$ cat src/rtl/flag_gen_pkg.sv
// Shared constants for the status flag generator: the flag vector
// layout and the operation codes. Assumes a six-bit flag vector.
package flag_gen_pkg;
    localparam int FLAG_N = 6;
    localparam int F_CY   = 0;
    localparam int F_OV   = 1;
    localparam int F_SG   = 2;
    localparam int F_ZR   = 3;
    localparam int F_AC   = 4;
    localparam int F_PE   = 5;

    typedef enum logic [2:0] {
        OP_ADD = 3'd0,
        OP_SUB = 3'd1,
        OP_AND = 3'd2,
        OP_OR  = 3'd3,
        OP_XOR = 3'd4
    } op_e;
endpackage

$ cat src/rtl/flag_arith.sv
// Arithmetic flags (carry, overflow, auxiliary carry) computed from the
// operands with a private carry chain. Subtract runs as a + ~b + 1, and
// borrows are the inverted carries. Assumes AUX_BIT < WIDTH.
module flag_arith #(
    parameter int WIDTH   = 32,
    parameter int AUX_BIT = 4
) (
    input  logic [WIDTH-1:0] a,
    input  logic [WIDTH-1:0] b,
    input  logic             is_add,
    input  logic             is_sub,
    output logic             carry,
    output logic             ovf,
    output logic             aux
);
    logic [WIDTH-1:0] b_eff;
    logic [WIDTH:0]   cch;

    // Invert the second operand and inject a carry for subtract.
    always_comb begin
        b_eff  = is_sub ? ~b : b;
        cch[0] = is_sub;
    end

    // One carry cell per bit position.
    for (genvar i = 0; i < WIDTH; i++) begin : g_cell
        assign cch[i+1] = (a[i] & b_eff[i]) | ((a[i] ^ b_eff[i]) & cch[i]);
    end

    // Select flag meaning per operation; bitwise ops clear all three.
    always_comb begin
        carry = 1'b0;
        ovf   = 1'b0;
        aux   = 1'b0;
        if (is_add) begin
            carry = cch[WIDTH];
            aux   = cch[AUX_BIT];
            ovf   = cch[WIDTH] ^ cch[WIDTH-1];
        end else if (is_sub) begin
            carry = ~cch[WIDTH];
            aux   = ~cch[AUX_BIT];
            ovf   = cch[WIDTH] ^ cch[WIDTH-1];
        end
    end
endmodule

$ cat src/rtl/flag_result.sv
// Result-derived flags: sign, zero (per-byte reduction tree) and
// even parity of the low PAR_BITS bits. Assumes WIDTH is a multiple of 8.
module flag_result #(
    parameter int WIDTH    = 32,
    parameter int PAR_BITS = 8
) (
    input  logic [WIDTH-1:0] res,
    output logic             sign,
    output logic             zero,
    output logic             par_even
);
    localparam int NBYTES = WIDTH / 8;

    logic [NBYTES-1:0] byte_nz;

    // Non-zero detect for each result byte.
    for (genvar k = 0; k < NBYTES; k++) begin : g_byte
        assign byte_nz[k] = |res[8*k +: 8];
    end

    // Combine byte detects, copy the MSB, fold the low bits for parity.
    always_comb begin
        zero     = ~|byte_nz;
        sign     = res[WIDTH-1];
        par_even = ~^res[PAR_BITS-1:0];
    end
endmodule

$ cat src/rtl/flag_reg.sv
// Flags register: synchronous active-low reset, then masked software
// write, then enabled capture of the live flags, in that priority.
module flag_reg #(
    parameter int N = 6
) (
    input  logic         clk,
    input  logic         rst_n,
    input  logic         upd_en,
    input  logic [N-1:0] nxt,
    input  logic         sw_wr,
    input  logic [N-1:0] sw_mask,
    input  logic [N-1:0] sw_data,
    output logic [N-1:0] q
);
    // Register update with the software write ahead of the datapath.
    always_ff @(posedge clk) begin
        if (!rst_n)
            q <= '0;
        else if (sw_wr)
            q <= (q & ~sw_mask) | (sw_data & sw_mask);
        else if (upd_en)
            q <= nxt;
    end
endmodule

$ cat src/rtl/alu_status_flags.sv
// Top of the status flag generator. Decodes the operation, joins the
// arithmetic and result flag units into one vector and registers it.
// Assumes result is the datapath output for op_a, op_b and op_sel.
module alu_status_flags
    import flag_gen_pkg::*;
#(
    parameter int WIDTH    = 32,
    parameter int AUX_BIT  = 4,
    parameter int PAR_BITS = 8
) (
    input  logic              clk,
    input  logic              rst_n,
    input  logic [WIDTH-1:0]  op_a,
    input  logic [WIDTH-1:0]  op_b,
    input  logic [2:0]        op_sel,
    input  logic [WIDTH-1:0]  result,
    input  logic              upd_en,
    input  logic              sw_wr,
    input  logic [FLAG_N-1:0] sw_mask,
    input  logic [FLAG_N-1:0] sw_data,
    output logic [FLAG_N-1:0] flags_now,
    output logic [FLAG_N-1:0] flags_q
);
    logic is_add, is_sub;
    logic cy, ov, ac, sg, zr, pe;

    // Decode the two arithmetic operation codes.
    always_comb begin
        is_add = (op_sel == OP_ADD);
        is_sub = (op_sel == OP_SUB);
    end

    flag_arith #(.WIDTH(WIDTH), .AUX_BIT(AUX_BIT)) u_arith (
        .a(op_a), .b(op_b), .is_add(is_add), .is_sub(is_sub),
        .carry(cy), .ovf(ov), .aux(ac)
    );

    flag_result #(.WIDTH(WIDTH), .PAR_BITS(PAR_BITS)) u_res (
        .res(result), .sign(sg), .zero(zr), .par_even(pe)
    );

    // Pack the flags into their vector positions.
    always_comb begin
        flags_now       = '0;
        flags_now[F_CY] = cy;
        flags_now[F_OV] = ov;
        flags_now[F_SG] = sg;
        flags_now[F_ZR] = zr;
        flags_now[F_AC] = ac;
        flags_now[F_PE] = pe;
    end

    flag_reg #(.N(FLAG_N)) u_reg (
        .clk(clk), .rst_n(rst_n), .upd_en(upd_en), .nxt(flags_now),
        .sw_wr(sw_wr), .sw_mask(sw_mask), .sw_data(sw_data), .q(flags_q)
    );
endmodule

$ cat config.mk
export PLATFORM = sky130hd
export DESIGN_NAME = alu_status_flags
export DESIGN_NICKNAME = d
export VERILOG_FILES = /design/src/rtl/flag_gen_pkg.sv /design/src/rtl/flag_arith.sv /design/src/rtl/flag_result.sv /design/src/rtl/flag_reg.sv /design/src/rtl/alu_status_flags.sv
export SDC_FILE = /design/constraint.sdc
export NUM_CORES = 1
export LEC_CHECK = 0
export ABC_AREA = 1
export BUFFER_PORTS_ARGS = -buffer_cell sky130_fd_sc_hd__buf_4
export CORE_MARGIN = 8
export CORE_UTILIZATION = 37
export DETAILED_ROUTE_END_ITERATION = 6
export PLACE_DENSITY = 0.89
export SYNTH_ARGS = -nofsm -noshare
export SYNTH_HDL_FRONTEND = slang
export SYNTH_SLANG_ARGS = --single-unit
$ cat constraint.sdc
create_clock -name clk -period 7.04 [get_ports clk]
set_clock_uncertainty 0.1 [all_clocks]
set_input_delay 1.408 -clock clk [delete_from_list [all_inputs] [get_ports clk]]
set_output_delay 1.408 -clock clk [all_outputs]
set_load 0.01 [all_outputs]
==> results.txt <==
----------------------------------------------------
[Timing]
  Number of hold violations in the final report ... 0
  Headroom to the max-slew limit ... 0.718
  Final setup violation count ... 1
  Worst-margin pin slew ... 0.423 ns
  Count of final max-slew check failures ... 0
  RSZ-0062 raised after global routing ... yes
  Post-layout minimum cycle time ... just over 7 ns
  Fraction of the cycle the final worst path needs ... 1.00
  Max frequency ... 142 MHz
  Worst setup slack after layout ... -0.0218 ns

[Detailed routing]
  Drc violations ... 0
  Iter 0 DRT Violations ... 57
  DRT Wirelength ... 5590 µm
  Via count ... 1986
  Detail Route Antenna Nets ... 0
  Drt via density ... 4.57
  Number of detailed-route iterations in the first pass ... 4
  Wire length per cell after detailed routing ... 12.8 µm

[Synth]
  Count of mapped cells out of synthesis ... between 200 and 300
  Multiplexer share of the synthesized area ... 0
  Combinational family with the most area after synthesis ... simple AND/OR/NAND/NOR gates
  Register area share after synthesis ... 0.0731
  Count of flip-flops with a built-in enable after synthesis ... 0
  Share of flip-flops with an asynchronous set or reset after synthesis ... 0
  Adder-cell share of the synthesized area ... 0.266
  Post-synthesis xor/xnor area fraction ... 0.181
  Warnings, synthesis ... 0
  Post-synthesis area per instance ... 6.47 µm²
  Fraction of the mapped netlist area in compound gates ... 0.0601
  Main flop type after synthesis ... dfxtp_1
  Number of different library cells in the post-synthesis netlist ... 26
  Synthesis-stage register bit count ... 6
  Number of nets in the synthesized netlist ... 404
  Area of the mapped netlist ... around 1600 µm²
  Synth Area in Simple Gates ... 0.273

[Clocking]
  CTS clk-pin slew, worst paths ... 0.04 ns
  Maximum clock path buffer count ... 2
  Clock tree from TritonCTS ... done
  CTS buffer count ... 3
  Clock latency on the worst-skew pair ... 0.23 ns
  Root Driver ... clkbuf_8
  Sinks on Clock Net ... 6
  # H-tree levels ... 1

[Pwr]
  Power after layout ... around 0.27 mW
  Leakage power ... around 1.6 nW
  Sequential share of power ... 0.145
  Clock network fraction of total power ... 0.199
  Combinational group share of total power ... 0.655
  Net switching power of the design ... 0.0904 mW
  Switch share ... 0.340
  Cell area power density ... a little under 100 nW/µm²
  Internal power ... 0.175 mW
  VDD IR max ... 47.3 µV

[Critical path]
  Required time of the worst setup path ... 5.53 ns
  Arr. time, crit path ... between 5 and 6 ns
  Nature of the critical path startpoint ... primary input
  Biggest cell delay along the critical path ... about 0.27 ns
  Most numerous cell on the critical path ... nand2_1
  Logic depth of the worst register-to-register path ... 2
  Crit end category ... output port
  Worst path slowest cell ... ha_1
  Critical path class ... in -> out
  Critical-path maximum fanout ... 4

[Cells and area]
  Number of fill cells in the layout ... 395
  NumNets Final ... 535
  Final standard cell count with taps included and fillers excluded ... 435
  Count of inserted antenna diode cells ... 0
  Ratio of cells with drive above 1 in the final layout ... 0.381
  Area Overhead vs Synth ... 65.7%

[Worst hold path]
  WHS Path Cells ... 2
  Hold WC Path Type ... reg -> reg

[Die]
  Row count ... 24
  Die Ht ... 82.7 µm
  Total Die Area ... 6830 µm²
  Die boundary width ... 82.7 µm
  Number of top-level design ports ... 127
  Floorplan Core Area ... 4320 µm²
  Initial core utilization ... 0.380

[Placement]
  Weighted congestion at the end of routability-driven global placement ... between 0.8 and 0.9
  Count of port buffers added during placement ... between 100 and 150
  Half-perimeter wire length after detailed placement ... 5030 µm
  Pre-CTS setup slack ... -0.127 ns
  Placed instance count ... ~430

[Outcome]
  Violated checks ... setup timing
  Run status ... complete, but fails checks

[Global routing]
  Largest net degree at the start of global routing ... 28
  Via count of the first global-routing pass ... 2105
  Wire length of the first global-routing pass ... 8320 µm
  Global-route congestion overflow total ... 0
  Initial antenna violation count ... 0
  Total Routing Usage GR ... 0.152

[Flow run]
  Maximum Capacitance Violations ... 0

----------------------------------------------------
==> synth_stat cells (3+ instances only) <==
cell	count	share of area
a21oi_1	6	0.018
buf_4	6	0.027
clkbuf_1	3	0.0068
dfxtp_1	6	0.073
ha_1	35	0.27
inv_1	47	0.11
nand2_1	77	0.18
nand3_1	4	0.012
nand4_1	3	0.011
nor2_1	4	0.0091
nor4_1	4	0.015
o21ai_0	11	0.033
xnor2_1	34	0.18
==> power by group through the flow <==
stage	registers (mW)	logic [mW]	clock network [mW]
2_1_floorplan	0.0404	0.0882	0
3_3_place_gp	0.0390	0.164	0
3_5_place_dp	0.0391	0.171	0
4_1_cts	0.0386	0.174	0.0542
5_1_grt	0.0390	0.198	0.0561
6_report	0.0386	0.174	0.0529
==> routing by layer <==
layer	up-vias	track usage	share of wire
met4	0	0.0621	0.030
li1	1045	-	-
met1	877	0.140	0.33
met2	50	0.315	0.59
met3	14	0.0249	0.052
met5	-	0	0
==> cells in the final DEF (no fill, tap or decap), drive strengths merged <==
cell / count
or4: 2
buf: 136
dfxtp: 6
nand3: 5
and2: 1
a21oi: 6
nor2: 5
xnor2: 34
a31oi: 1
ha: 35
inv: 47
nand4: 3
or2: 1
nor4: 4
clkinv: 1
nand2: 79
nor4b: 1
o21ai: 11
a21boi: 1
and3: 1
clkbuf: 3
==> cell type report <==
| type | instances | area (µm²) | area share |
|---|---|---|---|
| clock buffer | 3 | 41.3 | 0.0152 |
| inverter | 48 | 180 | 0.0661 |
| multi-input combinational | 190 | 1300 | 0.476 |
| sequential | 6 | 120 | 0.0441 |
| tap | 52 | 65.1 | 0.0239 |
| timing repair buffer | 136 | 1020 | 0.375 |
==> worst paths after layout <==
kind | start | end | slack, ns
worst min-delay path | register | register | 0.40
worst min register to register | register | register | 0.40
worst max register to register | register | register | 6.29
worst max-delay path | op_sel[2] | flags_now[0] | -0.02
==> stage by stage <==
stage          hold slack [ns]  area, µm²  utilization  setup TNS, ns
6_report                 0.403       2720        0.630        -0.0218
5_1_grt                  0.439       2720        0.630          -1.41
4_1_cts                  0.404       2710        0.626         -0.102
3_5_place_dp             0.399       2650        0.612         -0.150
3_3_place_gp             0.382       2650        0.612       -0.00300
2_1_floorplan            0.415       1640            -              0
==> kinds of logic (layout without fill, tap and decap cells) <==
| family | Yosys count | in the layout |
|---|---|---|
| XOR/XNOR | 34 | 34 |
| buffers and inverters | 58 | 187 |
| flip-flops | 6 | 6 |
| adder cells (fa/ha/maj) | 35 | 35 |
| AO/OA/AOI/OAI | 19 | 19 |
| AND/OR/NAND/NOR | 102 | 102 |
==> worst max-delay path, delay by kind of cell <==
kind,cells,cell delay [ns]
buffers and inverters,3,0.29
xor gates and xnor gates,1,0.12
adders and majority gates,1,0.27
and+or+nand+nor,65,3.42
==> repair_timing <==
item                       4_1_cts  5_1_grt
hold buffers                     0        0
setup buffers                    2        1
setup endpoints to repair        2        2
pin swaps                        2        2
cloned                           0        0
gates resized for setup          1        2
(Power assumes the default switching activity.)
